[src/rtl/pwm_dbuf_pkg.sv]
package pwm_dbuf_pkg;

  // number of sub-timer bits appended below the timer in the compare base
  localparam int FINE_W = 2;

  typedef enum logic [1:0] {
    PS_DIV1      = 2'b00,
    PS_DIV4      = 2'b01,
    PS_DIV16     = 2'b10,
    PS_DIV16_ALT = 2'b11
  } pscale_e;

endpackage

[src/rtl/pwm_dbuf_timebase.sv]
module pwm_dbuf_timebase
  import pwm_dbuf_pkg::*;
#(
  parameter int TMR_W = 8,
  parameter int PRE_W = 4
) (
  input  logic                    clk,
  input  logic                    rst,
  input  logic                    en,
  input  pscale_e                 psel,
  input  logic [TMR_W-1:0]        period,
  output logic [TMR_W+FINE_W-1:0] base_nxt,
  output logic                    wrap_nxt
);

  logic [FINE_W-1:0] ph_q, ph_d, fine_d;
  logic [PRE_W-1:0]  pre_q, pre_d, pre_lim;
  logic [TMR_W-1:0]  tmr_q, tmr_d;
  logic              step;

  // terminal prescaler count per mode
  always_comb begin
    case (psel)
      PS_DIV1: pre_lim = '0;
      PS_DIV4: pre_lim = PRE_W'(3);
      default: pre_lim = '1;
    endcase
  end

  always_comb begin
    ph_d     = ph_q;
    pre_d    = pre_q;
    tmr_d    = tmr_q;
    step     = 1'b0;
    wrap_nxt = 1'b0;
    if (en) begin
      ph_d = ph_q + 1'b1;
      if (&ph_q) begin
        if (pre_q >= pre_lim) begin
          pre_d = '0;
          step  = 1'b1;
        end else begin
          pre_d = pre_q + 1'b1;
        end
      end
    end
    if (step) begin
      if (tmr_q == period) begin
        tmr_d    = '0;
        wrap_nxt = 1'b1;
      end else begin
        tmr_d = tmr_q + 1'b1;
      end
    end
  end

  // fine bits: sub-cycle phase at 1:1, low prescaler bits otherwise
  assign fine_d   = (psel == PS_DIV1) ? ph_d : pre_d[FINE_W-1:0];
  assign base_nxt = {tmr_d, fine_d};

  always_ff @(posedge clk) begin
    if (rst) begin
      ph_q  <= '0;
      pre_q <= '0;
      tmr_q <= '0;
    end else begin
      ph_q  <= ph_d;
      pre_q <= pre_d;
      tmr_q <= tmr_d;
    end
  end

endmodule

[src/rtl/pwm_dbuf_duty.sv]
module pwm_dbuf_duty #(
  parameter int HI_W = 8,
  parameter int LO_W = 2
) (
  input  logic                 clk,
  input  logic                 rst,
  input  logic                 wr,
  input  logic [HI_W-1:0]      hi,
  input  logic [LO_W-1:0]      lo,
  input  logic                 load,
  output logic [HI_W+LO_W-1:0] act_q,
  output logic [HI_W+LO_W-1:0] act_nxt
);

  logic [HI_W+LO_W-1:0] shadow_q;

  always_ff @(posedge clk) begin
    if (rst)     shadow_q <= '0;
    else if (wr) shadow_q <= {hi, lo};
  end

  // active copy moves only on the period wrap
  assign act_nxt = load ? shadow_q : act_q;

  always_ff @(posedge clk) begin
    if (rst) act_q <= '0;
    else     act_q <= act_nxt;
  end

endmodule

[src/rtl/pwm_dbuf_out.sv]
module pwm_dbuf_out #(
  parameter int DUTY_W = 10
) (
  input  logic              clk,
  input  logic              rst,
  input  logic              en,
  input  logic              wrap,
  input  logic [DUTY_W-1:0] base_nxt,
  input  logic [DUTY_W-1:0] act_nxt,
  output logic              pwm_q,
  output logic              match_q
);

  logic pwm_d;

  // compare against next-cycle values so the registered pin is exact
  always_comb begin
    if (!en)                       pwm_d = 1'b0;
    else if (base_nxt == act_nxt)  pwm_d = 1'b0;
    else if (wrap)                 pwm_d = 1'b1;
    else                           pwm_d = pwm_q;
  end

  always_ff @(posedge clk) begin
    if (rst) begin
      pwm_q   <= 1'b0;
      match_q <= 1'b0;
    end else begin
      pwm_q   <= pwm_d;
      match_q <= wrap;
    end
  end

endmodule

[src/rtl/pwm_dbuf_gen.sv]
module pwm_dbuf_gen
  import pwm_dbuf_pkg::*;
#(
  parameter int TMR_W = 8,
  parameter int PRE_W = 4
) (
  input  logic                    clk,
  input  logic                    rst,
  input  logic                    en_i,
  input  logic [1:0]              psel_i,
  input  logic [TMR_W-1:0]        period_i,
  input  logic [TMR_W-1:0]        duty_hi_i,
  input  logic [FINE_W-1:0]       duty_lo_i,
  input  logic                    duty_wr_i,
  output logic                    pwm_o,
  output logic [TMR_W+FINE_W-1:0] duty_act_o,
  output logic                    match_o
);

  localparam int DUTY_W = TMR_W + FINE_W;

  logic [DUTY_W-1:0] base_nxt;
  logic [DUTY_W-1:0] act_nxt;
  logic              wrap_nxt;

  pwm_dbuf_timebase #(
    .TMR_W (TMR_W),
    .PRE_W (PRE_W)
  ) i_tb (
    .clk      (clk),
    .rst      (rst),
    .en       (en_i),
    .psel     (pscale_e'(psel_i)),
    .period   (period_i),
    .base_nxt (base_nxt),
    .wrap_nxt (wrap_nxt)
  );

  pwm_dbuf_duty #(
    .HI_W (TMR_W),
    .LO_W (FINE_W)
  ) i_duty (
    .clk     (clk),
    .rst     (rst),
    .wr      (duty_wr_i),
    .hi      (duty_hi_i),
    .lo      (duty_lo_i),
    .load    (wrap_nxt),
    .act_q   (duty_act_o),
    .act_nxt (act_nxt)
  );

  pwm_dbuf_out #(
    .DUTY_W (DUTY_W)
  ) i_out (
    .clk      (clk),
    .rst      (rst),
    .en       (en_i),
    .wrap     (wrap_nxt),
    .base_nxt (base_nxt),
    .act_nxt  (act_nxt),
    .pwm_q    (pwm_o),
    .match_q  (match_o)
  );

endmodule

[config.mk]
export PLATFORM = sky130hd
export DESIGN_NAME = pwm_dbuf_gen
export DESIGN_NICKNAME = d
export VERILOG_FILES = /design/src/rtl/pwm_dbuf_pkg.sv /design/src/rtl/pwm_dbuf_timebase.sv /design/src/rtl/pwm_dbuf_duty.sv /design/src/rtl/pwm_dbuf_out.sv /design/src/rtl/pwm_dbuf_gen.sv
export SDC_FILE = /design/constraint.sdc
export NUM_CORES = 1
export LEC_CHECK = 0
export BUFFER_PORTS_ARGS = -buffer_cell sky130_fd_sc_hd__buf_2
export CORE_MARGIN = 2
export CORE_UTILIZATION = 35
export CTS_CLUSTER_DIAMETER = 50
export DETAILED_ROUTE_END_ITERATION = 10
export GPL_ROUTABILITY_DRIVEN = 1
export PLACE_DENSITY = 0.64
export SYNTH_ARGS = -nofsm -noshare
export SYNTH_HDL_FRONTEND = slang
export SYNTH_SLANG_ARGS = --single-unit
[constraint.sdc]
create_clock -name clk -period 2.8 [get_ports clk]
set_input_delay 0.42 -clock clk [delete_from_list [all_inputs] [get_ports clk]]
set_output_delay 0.42 -clock clk [all_outputs]
set_load 0.005 [all_outputs]
==> results of run 1 <==
cells in the final DEF, fill, tap and decap left out, types with 4 or more instances in the layout:
master and instances:
sky130_fd_sc_hd__clkbuf_8 5, sky130_fd_sc_hd__buf_2 35, sky130_fd_sc_hd__dfxtp_1 36, sky130_fd_sc_hd__nor2_1 26
sky130_fd_sc_hd__a21oi_1 17, sky130_fd_sc_hd__buf_4 8, sky130_fd_sc_hd__mux2i_1 13, sky130_fd_sc_hd__inv_1 6
sky130_fd_sc_hd__xnor2_1 14, sky130_fd_sc_hd__xor2_1 6, sky130_fd_sc_hd__ha_1 8, sky130_fd_sc_hd__nor2b_1 5
sky130_fd_sc_hd__nand2_1 29, sky130_fd_sc_hd__nand3_1 4, sky130_fd_sc_hd__o21ai_0 13
sequential cells by signal (all words and copies together) (netlist names):
signal,cells
i_tb.tmr_q,8
i_duty.act_q,10
i_duty.shadow_q,10
i_tb.ph_q,2
i_tb.pre_q,4
i_out.pwm_q,1
i_out.match_q,1
area by class of cell:
cell class              instances  area [sq um]
clock inverters                 3         42.54
inverters                       6         22.52
fillers                       572          3162
flip-flops and latches         36         720.7
clock buffers                   5         68.82
well taps                      72         90.09
multi-input cells             184          1232
repair buffers                 43         235.2
worst max-delay path, stage by stage:
cell and delay (ns):
sky130_fd_sc_hd__buf_2 0.10, sky130_fd_sc_hd__or2_2 0.31, sky130_fd_sc_hd__ha_1 0.27, sky130_fd_sc_hd__nor3b_1 0.25, sky130_fd_sc_hd__o21ai_1 0.13, sky130_fd_sc_hd__buf_4 0.19, sky130_fd_sc_hd__and2_1 0.17, sky130_fd_sc_hd__buf_4 0.16
sky130_fd_sc_hd__o21ai_0 0.19, sky130_fd_sc_hd__o2bb2ai_1 0.11, sky130_fd_sc_hd__nor4_1 0.31, sky130_fd_sc_hd__o22ai_1 0.12
where the power goes:
group | leakage, nW | internal [mW] | switching [mW]
logic | 0.656 | 0.0473 | 0.0499
registers | 0.292 | 0.525 | 0.0107
clock network | 0.0541 | 0.263 | 0.196
path summary, 6_finish.rpt:
kind / from / endpoint / slack, ns
setup / recovery: psel_i[1] / i_out.pwm_q / 0.24
hold / removal: duty_hi_i[5] / i_duty.shadow_q[7] / 0.36
setup reg to reg: i_tb.pre_q[0] / i_out.pwm_q / 0.31
hold reg to reg: i_duty.shadow_q[3] / i_duty.act_q[3] / 0.47
logic make-up after synthesis:
family                   after synthesis
AND/OR/NAND/NOR                       89
XOR/XNOR                              23
buffers and inverters                 19
flip-flops                            36
AO/OA/AOI/OAI                         50
adder cells (fa/ha/maj)                8
multiplexers                          14
per-layer routing:
metal | GRT usage | up-vias | part of all wire | wire (microns)
met5 | 0 | - | 0 | 0
li1 | - | 913 | - | -
met2 | 0.2433 | 50 | 0.44 | 1977
met3 | 0.03483 | 9 | 0.059 | 264
met4 | 0.05085 | 0 | 0.019 | 85
met1 | 0.2116 | 780 | 0.48 | 2178
per-stage QoR:
| stage | cell area, sq um | instances | utilization | power [mW] | TNS (ns) |
|---|---|---|---|---|---|
| after floorplan | 2037 | 239 | - | 0.6113 | 0 |
| after global placement | 2301 | 341 | 0.4128 | 0.6430 | 0 |
| after detailed placement | 2301 | 341 | 0.4128 | 0.6453 | -0.08548 |
| after CTS | 2412 | 349 | 0.4328 | 1.101 | 0 |
| after global routing | 2412 | 349 | 0.4328 | 1.136 | 0 |
| final | 2412 | 349 | 0.4328 | 1.092 | 0 |
==> impl_table.tex, run 1 <==
\begin{tabular}{lr}
\hline
Metric & Value \\
\hline
\multicolumn{2}{l}{\textbf{Global route}} \\
Via count of the first global-routing pass & 1658 \\
Sum of overflow across all layers after global routing & 0 \\
Total routing resource utilization after global routing & 0.1556 \\
Largest net degree at the start of global routing & 37 \\
First-pass GRT wire length & 7810 microns \\
Initial antenna violation count & 0 \\
\multicolumn{2}{l}{\textbf{Timing}} \\
Worst slew margin & 0.5737 \\
Clock Skew & 0.01063 ns \\
Hold violation total from the final report & 0 \\
Actual slew at the worst max-slew pin & 0.6394 ns \\
Setup WS post-layout & 0.2436 ns \\
Post-layout min period & 2.556 ns \\
Maximum clock frequency & 0.3912 GHz \\
Final period utilization & 0.9130 \\
Unrepaired setup endpoints after global routing & false \\
Setup violation total in the final timing report & 0 \\
Final Hold Slack & 0.3564 ns \\
Final-report max-slew violation count & 0 \\
\multicolumn{2}{l}{\textbf{Synthesis}} \\
Fraction of synthesized cell area in xor and xnor cells & 0.1100 \\
Count of warnings emitted by yosys & 0 \\
Area contributors post-synth & sky130\_fd\_sc\_hd\_\_dfxtp\_1 (35\%), sky130\_fd\_sc\_hd\_\_mux2i\_1 (6.4\%), sky130\_fd\_sc\_hd\_\_xnor2\_1 (6.0\%) \\
Async set-reset flop share out of synthesis & 0 \\
Cell with the most instances after synthesis & sky130\_fd\_sc\_hd\_\_dfxtp\_1 \\
Top cell type by total area after synthesis & sky130\_fd\_sc\_hd\_\_dfxtp\_1 \\
Proportion of netlist area held by the largest area contributor & 0.3538 \\
Dominant combinational cell family by area after synthesis & simple AND/OR/NAND/NOR gates \\
Post-synthesis cell area & 2037 sq um \\
Synth Area in Simple Gates & 0.2285 \\
Sequential share of the synthesized area & 0.3538 \\
Fraction of the mapped netlist area in compound gates & 0.1480 \\
Most used DFF post-synth & sky130\_fd\_sc\_hd\_\_dfxtp\_1 \\
Mux cell area share after synthesis & 0.06941 \\
Post-synthesis register bit count & 36 \\
Net count after synthesis & 271 \\
Count of cell types in the netlist & 42 \\
Post-Syn Area per Cell & 8.523 sq um \\
Commonest cells post-synth & sky130\_fd\_sc\_hd\_\_dfxtp\_1 (36), sky130\_fd\_sc\_hd\_\_nand2\_1 (29), sky130\_fd\_sc\_hd\_\_nor2\_1 (26) \\
Number of synthesized flops with an enable pin & 0 \\
Cell count after synthesis & 239 \\
Post-Synth Adder-Cell Area & 0.04914 \\
\multicolumn{2}{l}{\textbf{Layout}} \\
Number of nets in the final layout & 308 \\
Ratio of cells with drive above 1 in the final layout & 0.2130 \\
Area overhead of the layout relative to synthesis & 18.43\% \\
Diodes inserted & 0 \\
\multicolumn{2}{l}{\textbf{Clocking}} \\
Cts bufs inserted & 5 \\
CTS tree & built \\
Max clock buf depth & 2 \\
CTS H-Tree Depth & 2 \\
CTS resizes & 0 \\
CTS Root Buffer Type & sky130\_fd\_sc\_hd\_\_clkbuf\_8 \\
Clock Latency Late Sink & 0.30 ns \\
Clk pin slew, worst setup/hold paths & 0.08 ns \\
Hold buffer count at cts & 0 \\
CTS Sinks & 36 \\
Postcts setup bufs & 0 \\
\multicolumn{2}{l}{\textbf{Detailed routing}} \\
First-pass detailed-route iteration total & 4 \\
Average wire per cell in the routed design & 12.91 microns \\
Average via count per standard cell & 5.020 \\
Number of antenna-violating nets in the routed design & 0 \\
Total number of vias & 1752 \\
DRC violation count after routing & 0 \\
Detailed Route Iter0 Violations & 182 \\
Total wire length after detailed routing & 4505 microns \\
\multicolumn{2}{l}{\textbf{Die}} \\
Vertical die dimension & 80.29 microns \\
Initial Utilization & 0.3654 \\
Number of cell rows & 27 \\
Count of pins on the block boundary & 36 \\
Core area & 5574 sq um \\
Die width & 80.29 microns \\
Die outline area & 6446 sq um \\
\multicolumn{2}{l}{\textbf{Job}} \\
Count of maximum capacitance violations & 0 \\
\multicolumn{2}{l}{\textbf{Placement}} \\
Global placer's final weighted congestion & 0.8396 \\
Final HPWL from detailed placement & 3411 microns \\
Pre-CTS worst setup slack & -0.08548 ns \\
Count of input and output buffers & 35 \\
\multicolumn{2}{l}{\textbf{Critical path}} \\
Worst reg-to-reg path cell count & 11 \\
Data required, critical path & 2.98 ns \\
Critical Path End Type & register \\
Critical path fanouts, max & 12 \\
Arrival time of data at the critical path endpoint & 2.74 ns \\
Critical Path Source Type & input port \\
WS Path Type & input port to register \\
\multicolumn{2}{l}{\textbf{Power}} \\
Largest vdd supply drop & 0.0003324 V \\
Leakage power of the design & 1.003 nW \\
Power density over cell area & 452.9 nW/um\^{}2 \\
\multicolumn{2}{l}{\textbf{Hold path}} \\
Worst min path class & input port to register \\
Hold path cells & 3 \\
\multicolumn{2}{l}{\textbf{Outcome}} \\
Outcome & completed \\
\hline
\end{tabular}
Power figures use the tool's default switching activity.
==> inputs of run 2 (changes only) <==
--- a/config.mk
+++ b/config.mk
@@ -12,6 +12,7 @@
 export DETAILED_ROUTE_END_ITERATION = 10
 export GPL_ROUTABILITY_DRIVEN = 1
 export PLACE_DENSITY = 0.64
+export SLEW_MARGIN = 20
 export SYNTH_ARGS = -nofsm -noshare
 export SYNTH_HDL_FRONTEND = slang
 export SYNTH_SLANG_ARGS = --single-unit
==> constraint.sdc (replaced) <==
create_clock -name clk -period 2.9 [get_ports clk]
set_input_delay 0.435 -clock clk [delete_from_list [all_inputs] [get_ports clk]]
set_output_delay 0.435 -clock clk [all_outputs]
set_load 0.005 [all_outputs]
==> run 2 against run 1 <==
- via count up 0.63%
- hold slack better by 0.019 ns
- sequential cell count unchanged
- register-to-register slack better by 0.11 ns
- cell area down 0.93%
- critical path type unchanged
==> impl_table.tex, run 2 (same netlist as run 1, synthesis figures left out) <==
\begin{tabular}{lr}
\hline
Metric & Value \\
\hline
\multicolumn{2}{l}{\textbf{Power}} \\
Share of total power in sequential cells & 0.522 (was 0.490) \\
Share of total power in the clock network & 0.383 (was 0.421) \\
Int Power & 0.7438 mW (was 0.8356 mW) \\
NetSw & 0.2478 mW (was 0.2569 mW) \\
Switching power share of the total & 0.2499 (was 0.2351) \\
Largest vdd supply drop & 0.0003283 V (was 0.0003324 V) \\
Leakage power of the design & 0.9840 nW (was 1.003 nW) \\
Power density over cell area & 414.9 nW/um\^{}2 (was 452.9 nW/um\^{}2) \\
Final total power & 0.9915 mW (was 1.092 mW) \\
Gate power share & 0.096 (was 0.089) \\
\multicolumn{2}{l}{\textbf{Global route}} \\
Sum of overflow across all layers after global routing & 0 (unchanged) \\
Largest net degree at the start of global routing & 37 (unchanged) \\
Via count of the first global-routing pass & 1721 (was 1658) \\
Initial antenna violation count & 0 (unchanged) \\
Total routing resource utilization after global routing & 0.1548 (was 0.1556) \\
First-pass GRT wire length & 7921 microns (was 7810 microns) \\
\multicolumn{2}{l}{\textbf{Timing}} \\
Maximum clock frequency & 0.3856 GHz \\
Hold violation total from the final report & 0 (unchanged) \\
Unrepaired setup endpoints after global routing & false (unchanged) \\
Worst slew margin & 0.5564 (was 0.5737) \\
Final period utilization & 0.8944 \\
Clock Skew & 0.005245 ns (was 0.01063 ns) \\
Setup violation total in the final timing report & 0 (unchanged) \\
Sum of negative setup slack & 0 ns (unchanged) \\
Post-layout min period & 2.594 ns \\
Final-report max-slew violation count & 0 (unchanged) \\
Actual slew at the worst max-slew pin & 0.6654 ns (was 0.6394 ns) \\
\multicolumn{2}{l}{\textbf{Critical path}} \\
Critical Path End Type & register (unchanged) \\
Arrival time of data at the critical path endpoint & 2.76 ns (was 2.74 ns) \\
Data required, critical path & 3.06 ns (was 2.98 ns) \\
Start point of the critical path & psel\_i[1] (unchanged) \\
WS Path Type & input port to register (unchanged) \\
Critical path fanouts, max & 12 (unchanged) \\
Critical R2R Capture & i\_out.pwm\_q (unchanged) \\
Critical Path Source Type & input port (unchanged) \\
Crit path capture & i\_out.pwm\_q (unchanged) \\
Launch point of the worst reg-to-reg path & i\_tb.pre\_q[0] (unchanged) \\
Worst reg-to-reg path cell count & 10 (was 11) \\
Slack of the worst reg-to-reg path & 0.42 ns (was 0.31 ns) \\
\multicolumn{2}{l}{\textbf{Clocking}} \\
CTS Root Buffer Type & sky130\_fd\_sc\_hd\_\_clkbuf\_8 (unchanged) \\
CTS H-Tree Depth & 2 (unchanged) \\
Clock Latency Late Sink & 0.29 ns (was 0.30 ns) \\
CTS tree & built (unchanged) \\
CTS Sinks & 36 (unchanged) \\
Cts bufs inserted & 5 (unchanged) \\
Hold buffer count at cts & 0 (unchanged) \\
Max clock buf depth & 2 (unchanged) \\
CTS resizes & 0 (unchanged) \\
Postcts setup bufs & 0 (unchanged) \\
Clk pin slew, worst setup/hold paths & 0.07 ns (was 0.08 ns) \\
\multicolumn{2}{l}{\textbf{Die}} \\
Die outline area & 6446 sq um (unchanged) \\
Die width & 80.29 microns (unchanged) \\
Number of cell rows & 27 (unchanged) \\
Initial Utilization & 0.3654 (unchanged) \\
Count of pins on the block boundary & 36 (unchanged) \\
Core area & 5574 sq um (unchanged) \\
Vertical die dimension & 80.29 microns (unchanged) \\
\multicolumn{2}{l}{\textbf{Detailed routing}} \\
Average via count per standard cell & 5.081 (was 5.020) \\
First-pass detailed-route iteration total & 4 (unchanged) \\
Detailed Route Iter0 Violations & 148 (was 182) \\
Total wire length after detailed routing & 4562 microns (was 4505 microns) \\
Number of antenna-violating nets in the routed design & 0 (unchanged) \\
Total number of vias & 1763 (was 1752) \\
Average wire per cell in the routed design & 13.15 microns (was 12.91 microns) \\
DRC violation count after routing & 0 (unchanged) \\
\multicolumn{2}{l}{\textbf{Layout}} \\
Top library cells by usage in the layout, fill and taps aside & sky130\_fd\_sc\_hd\_\_dfxtp\_1 (36), sky130\_fd\_sc\_hd\_\_buf\_2 (35), sky130\_fd\_sc\_hd\_\_nand2\_1 (29) (unchanged) \\
Total of fill cells in the finished design & 585 (was 572) \\
Ratio of cells with drive above 1 in the final layout & 0.2109 (was 0.2130) \\
Number of nets in the final layout & 306 (was 308) \\
Commonest non-fill, non-tap cell in the layout & sky130\_fd\_sc\_hd\_\_dfxtp\_1 (unchanged) \\
Post-Route Utilization & 0.4287 (was 0.4328) \\
Count of non-filler cells in the finished layout & 347 (was 349) \\
Area overhead of the layout relative to synthesis & 17.32\% (was 18.43\%) \\
Diodes inserted & 0 (unchanged) \\
Largest registers & i\_duty.act\_q: 10 flops, i\_duty.shadow\_q: 10 flops, i\_tb.tmr\_q: 8 flops (unchanged) \\
\multicolumn{2}{l}{\textbf{Hold path}} \\
Worst min path class & input port to register (unchanged) \\
Hold path cells & 3 (unchanged) \\
\multicolumn{2}{l}{\textbf{Job}} \\
Count of maximum capacitance violations & 0 (unchanged) \\
\multicolumn{2}{l}{\textbf{Placement}} \\
Total placed cells including tap cells & 339 (was 341) \\
Global placer's final weighted congestion & 0.8493 (was 0.8396) \\
Count of input and output buffers & 35 (unchanged) \\
Final HPWL from detailed placement & 3501 microns (was 3411 microns) \\
\multicolumn{2}{l}{\textbf{Outcome}} \\
Outcome & completed (unchanged) \\
\hline
\end{tabular}
[run 2: cell types whose count changed in the layout (fill, tap and decap cells not counted)]
cell | previous run | this run
sky130_fd_sc_hd__clkinvlp_4 | 1 | 2
sky130_fd_sc_hd__bufinv_16 | 1 | 0
sky130_fd_sc_hd__buf_4 | 8 | 6
sky130_fd_sc_hd__nor4_2 | 0 | 1
sky130_fd_sc_hd__clkinv_2 | 1 | 0
sky130_fd_sc_hd__nor4_1 | 3 | 2
sky130_fd_sc_hd__clkbuf_8 | 5 | 6
[run 2: cell type report]
| type | count | area (sq um) | area share |
|---|---|---|---|
| Sequential cell | 36 | 720.7 | 0.3016 |
| Multi-Input combinational cell | 184 | 1239 | 0.5183 |
| Clock buffer | 6 | 82.58 | 0.03456 |
| Timing Repair Buffer | 41 | 220.2 | 0.09215 |
| Tap cell | 72 | 90.09 | 0.03770 |
| Inverter | 6 | 22.52 | 0.009424 |
| Clock inverter | 2 | 15.01 | 0.006283 |
[run 2: power groups by stage]
stage | sequential, mW | clock (mW) | combinational (mW)
floorplan | 0.525 | 0 | 0.0652
global placement | 0.528 | 0 | 0.0919
finish | 0.517 | 0.379 | 0.0949
global route | 0.519 | 0.407 | 0.108
CTS | 0.517 | 0.392 | 0.0952
detailed placement | 0.529 | 0 | 0.0947
[run 2: worst min-delay path by stage]
stage | slack, ns | start | endpoint
2_1_floorplan | 0.44 | i_duty.shadow_q[9] | i_duty.act_q[9]
3_3_place_gp | 0.46 | i_duty.shadow_q[7] | i_duty.act_q[7]
3_5_place_dp | 0.47 | i_duty.shadow_q[3] | i_duty.act_q[3]
4_1_cts | 0.37 | duty_lo_i[1] | i_duty.shadow_q[1]
5_1_grt | 0.37 | duty_hi_i[7] | i_duty.shadow_q[9]
6_report | 0.38 | duty_lo_i[1] | i_duty.shadow_q[1]
[run 2: metal layers]
| metal | share of wire | wire length (microns) | GRT usage | vias up |
|---|---|---|---|---|
| met5 | 0 | 0 | 0 | - |
| met4 | 0.012 | 53 | 0.04915 | 0 |
| met3 | 0.051 | 234 | 0.03371 | 4 |
| met2 | 0.44 | 2014 | 0.2417 | 46 |
| met1 | 0.50 | 2259 | 0.2120 | 803 |
| li1 | - | - | - | 910 |
[run 2: metrics by stage]
| step | setup slack [ns] | area [sq um] | hold slack, ns |
|---|---|---|---|
| after detailed placement | -0.06460 | 2286 | 0.4668 |
| after floorplan | 0.3506 | 2037 | 0.4386 |
| final | 0.3063 | 2390 | 0.3753 |
| after global routing | 0.07325 | 2390 | 0.3707 |
| after CTS | 0.2430 | 2384 | 0.3660 |
| after global placement | 0.1104 | 2286 | 0.4577 |
[run 2: critical path, stage by stage]
cell,delay (ns)
sky130_fd_sc_hd__buf_2,0.10
sky130_fd_sc_hd__or2_2,0.33
sky130_fd_sc_hd__ha_1,0.29
sky130_fd_sc_hd__nor3b_1,0.26
sky130_fd_sc_hd__o21ai_1,0.14
sky130_fd_sc_hd__buf_4,0.19
sky130_fd_sc_hd__and2_1,0.18
sky130_fd_sc_hd__nor4_1,0.29
sky130_fd_sc_hd__o221ai_1,0.16
sky130_fd_sc_hd__nor4_2,0.28
sky130_fd_sc_hd__o22ai_1,0.11
==> inputs of run 3 (changes only) <==
--- a/config.mk
+++ b/config.mk
@@ -8,7 +8,6 @@
 export BUFFER_PORTS_ARGS = -buffer_cell sky130_fd_sc_hd__buf_2
 export CORE_MARGIN = 2
 export CORE_UTILIZATION = 35
-export CTS_CLUSTER_DIAMETER = 50
 export DETAILED_ROUTE_END_ITERATION = 10
 export GPL_ROUTABILITY_DRIVEN = 1
 export PLACE_DENSITY = 0.64
==> constraint.sdc (replaced) <==
create_clock -name clk -period 2.4 [get_ports clk]
set_input_delay 0.36 -clock clk [delete_from_list [all_inputs] [get_ports clk]]
set_output_delay 0.36 -clock clk [all_outputs]
set_load 0.005 [all_outputs]
==> run 3 against run 2 <==
- power is 30% higher
- largest cell class unchanged
- final cell count increased by 6.1%
- via count increased by 5.3%
- non-clock buffer count is 21 higher
- cell area rose by 11%
- utilization up 4.7 points
- setup slack got worse by 0.22 ns
- routed wire length increased by 2.7%
- sequential power is 21% higher
- clock power increased by 40%
- critical path depth increased by 1
==> impl_table.tex, run 3 (same netlist as run 1, synthesis figures left out) <==
\begin{tabular}{lr}
\hline
Metric & Value \\
\hline
\multicolumn{2}{l}{\textbf{Global route}} \\
Largest net degree at the start of global routing & 21 (was 37) \\
First-pass GRT wire length & 7879 microns (was 7921 microns) \\
Total routing resource utilization after global routing & 0.1565 (was 0.1548) \\
Via count of the first global-routing pass & 1703 (was 1721) \\
Initial antenna violation count & 0 (unchanged) \\
Sum of overflow across all layers after global routing & 0 (unchanged) \\
\multicolumn{2}{l}{\textbf{Clocking}} \\
Clock Latency Late Sink & 0.29 ns (about the same) \\
Max clock buf depth & 2 (unchanged) \\
Cts bufs inserted & 5 (unchanged) \\
CTS H-Tree Depth & 2 (unchanged) \\
Clk pin slew, worst setup/hold paths & 0.08 ns (was 0.07 ns) \\
CTS Sinks & 36 (unchanged) \\
Hold buffer count at cts & 0 (unchanged) \\
CTS tree & built (unchanged) \\
CTS Root Buffer Type & sky130\_fd\_sc\_hd\_\_clkbuf\_8 (unchanged) \\
\multicolumn{2}{l}{\textbf{Die}} \\
Count of pins on the block boundary & 36 (unchanged) \\
Die outline area & 6446 sq um (unchanged) \\
Vertical die dimension & 80.29 microns (unchanged) \\
Core area & 5574 sq um (unchanged) \\
Number of cell rows & 27 (unchanged) \\
Die width & 80.29 microns (unchanged) \\
Initial Utilization & 0.3654 (unchanged) \\
\multicolumn{2}{l}{\textbf{Layout}} \\
Largest registers & i\_duty.act\_q: 10 flops, i\_duty.shadow\_q: 10 flops, i\_tb.tmr\_q: 8 flops (unchanged) \\
Post-layout instance area & 2654 sq um (was 2390 sq um) \\
Count of non-filler cells in the finished layout & 368 (was 347) \\
Commonest non-fill, non-tap cell in the layout & sky130\_fd\_sc\_hd\_\_dfxtp\_1 (unchanged) \\
Top library cells by usage in the layout, fill and taps aside & sky130\_fd\_sc\_hd\_\_dfxtp\_1 (36), sky130\_fd\_sc\_hd\_\_buf\_2 (33), sky130\_fd\_sc\_hd\_\_nand2\_1 (29) (was sky130\_fd\_sc\_hd\_\_dfxtp\_1 (36), sky130\_fd\_sc\_hd\_\_buf\_2 (35), sky130\_fd\_sc\_hd\_\_nand2\_1 (29)) \\
Diodes inserted & 0 (unchanged) \\
Total of fill cells in the finished design & 560 (was 585) \\
Area overhead of the layout relative to synthesis & 30.28\% (was 17.32\%) \\
Number of nets in the final layout & 327 (was 306) \\
Ratio of cells with drive above 1 in the final layout & 0.3007 (was 0.2109) \\
\multicolumn{2}{l}{\textbf{Critical path}} \\
Critical Path End Type & register (unchanged) \\
Data required, critical path & 2.58 ns (was 3.06 ns) \\
Critical Path Source Type & input port (unchanged) \\
Critical path fanouts, max & 3 (was 12) \\
Arrival time of data at the critical path endpoint & 2.49 ns (was 2.76 ns) \\
Worst reg-to-reg path cell count & 10 (unchanged) \\
WS Path Type & input port to register (unchanged) \\
\multicolumn{2}{l}{\textbf{Timing}} \\
Final period utilization & 0.9627 \\
Setup WS post-layout & 0.08960 ns (was 0.3063 ns) \\
Maximum clock frequency & 0.4328 GHz \\
Setup violation total in the final timing report & 0 (unchanged) \\
Unrepaired setup endpoints after global routing & true (was false) \\
Final Hold Slack & 0.3028 ns (was 0.3753 ns) \\
Final-report max-slew violation count & 0 (unchanged) \\
Sum of negative setup slack & 0 ns (unchanged) \\
Worst slew margin & 0.7546 (was 0.5564) \\
Clock Skew & 0.01083 ns (was 0.005245 ns) \\
Actual slew at the worst max-slew pin & 0.3675 ns (was 0.6654 ns) \\
Post-layout min period & 2.310 ns \\
Hold violation total from the final report & 0 (unchanged) \\
\multicolumn{2}{l}{\textbf{Detailed routing}} \\
First-pass detailed-route iteration total & 4 (unchanged) \\
Average wire per cell in the routed design & 12.73 microns (was 13.15 microns) \\
Detailed Route Iter0 Violations & 110 (was 148) \\
Average via count per standard cell & 5.043 (was 5.081) \\
Number of antenna-violating nets in the routed design & 0 (unchanged) \\
Total number of vias & 1856 (was 1763) \\
DRC violation count after routing & 0 (unchanged) \\
Total wire length after detailed routing & 4686 microns (was 4562 microns) \\
\multicolumn{2}{l}{\textbf{Power}} \\
Largest vdd supply drop & 0.0003699 V (was 0.0003283 V) \\
Power density over cell area & 484.6 nW/um\^{}2 (was 414.9 nW/um\^{}2) \\
Leakage power of the design & 1.119 nW (was 0.9840 nW) \\
\multicolumn{2}{l}{\textbf{Placement}} \\
Final HPWL from detailed placement & 3579 microns (was 3501 microns) \\
Global placer's final weighted congestion & 0.8434 (was 0.8493) \\
DP Area & 2439 sq um (was 2286 sq um) \\
Total placed cells including tap cells & 357 (was 339) \\
Count of input and output buffers & 35 (unchanged) \\
Pre-CTS worst setup slack & -0.3288 ns (was -0.06460 ns) \\
\multicolumn{2}{l}{\textbf{Hold path}} \\
Hold path cells & 3 (unchanged) \\
Worst min path class & input port to register (unchanged) \\
\multicolumn{2}{l}{\textbf{Job}} \\
Count of maximum capacitance violations & 0 (unchanged) \\
\multicolumn{2}{l}{\textbf{Outcome}} \\
Outcome & completed (unchanged) \\
\hline
\end{tabular}
==> run 3: layer usage <==
metal	part of all wire	routed length, microns	track usage	vias to the layer above
met5	0	0	0	-
li1	-	-	-	954
met2	0.45	2117	0.2458	51
met1	0.49	2303	0.2080	849
met3	0.048	223	0.04157	2
met4	0.0090	42	0.05085	0
==> run 3: worst max-delay path: stages <==
cell and delay (ns):
sky130_fd_sc_hd__buf_6 0.09, sky130_fd_sc_hd__or2_4 0.26, sky130_fd_sc_hd__inv_4 0.07, sky130_fd_sc_hd__ha_4 0.19, sky130_fd_sc_hd__o211ai_1 0.24, sky130_fd_sc_hd__o21ai_2 0.12
sky130_fd_sc_hd__buf_4 0.16, sky130_fd_sc_hd__and2_4 0.15, sky130_fd_sc_hd__nor4_4 0.29, sky130_fd_sc_hd__o221ai_2 0.14, sky130_fd_sc_hd__nor4_2 0.29, sky130_fd_sc_hd__o22ai_1 0.12
==> run 3: path summary, 6_finish.rpt <==
path | startpoint | endpoint | slack [ns]
max | psel_i[0] | i_out.pwm_q | 0.09
min | duty_hi_i[5] | i_duty.shadow_q[7] | 0.30
max reg2reg | i_tb.pre_q[0] | i_out.pwm_q | 0.12
min reg2reg | i_duty.shadow_q[7] | i_duty.act_q[7] | 0.47
==> run 3: repair_timing <==
action,4_1_cts,5_1_grt
gates resized for setup,2,15
endpoints found under the setup margin,1,2
pin swaps,0,8
hold endpoints to repair,0,0
buffers inserted,1,2
==> run 3: final cells by class <==
| type | instances | area (sq um) | share of cell area |
|---|---|---|---|
| clock inverters | 3 | 42.54 | 0.01603 |
| inverters | 6 | 25.02 | 0.009429 |
| clock buffers | 5 | 68.82 | 0.02593 |
| flip-flops and latches | 36 | 720.7 | 0.2716 |
| well taps | 72 | 90.09 | 0.03395 |
| repair buffers | 62 | 406.6 | 0.1532 |
| multi-input cells | 184 | 1300 | 0.4899 |
==> run 3: through the flow <==
stage                 util  power [mW]
floorplan                -      0.7142
global placement    0.4375      0.7563
detailed placement  0.4375      0.7599
CTS                 0.4602       1.292
global route        0.4761       1.348
finish              0.4761       1.286
==> run 3: where the power goes <==
| part | internal, mW | switching, mW | total, mW |
|---|---|---|---|
| clock network | 0.307 | 0.223 | 0.531 |
| registers | 0.612 | 0.0124 | 0.625 |
| logic | 0.0670 | 0.0636 | 0.131 |
| total | 0.987 | 0.299 | 1.29 |
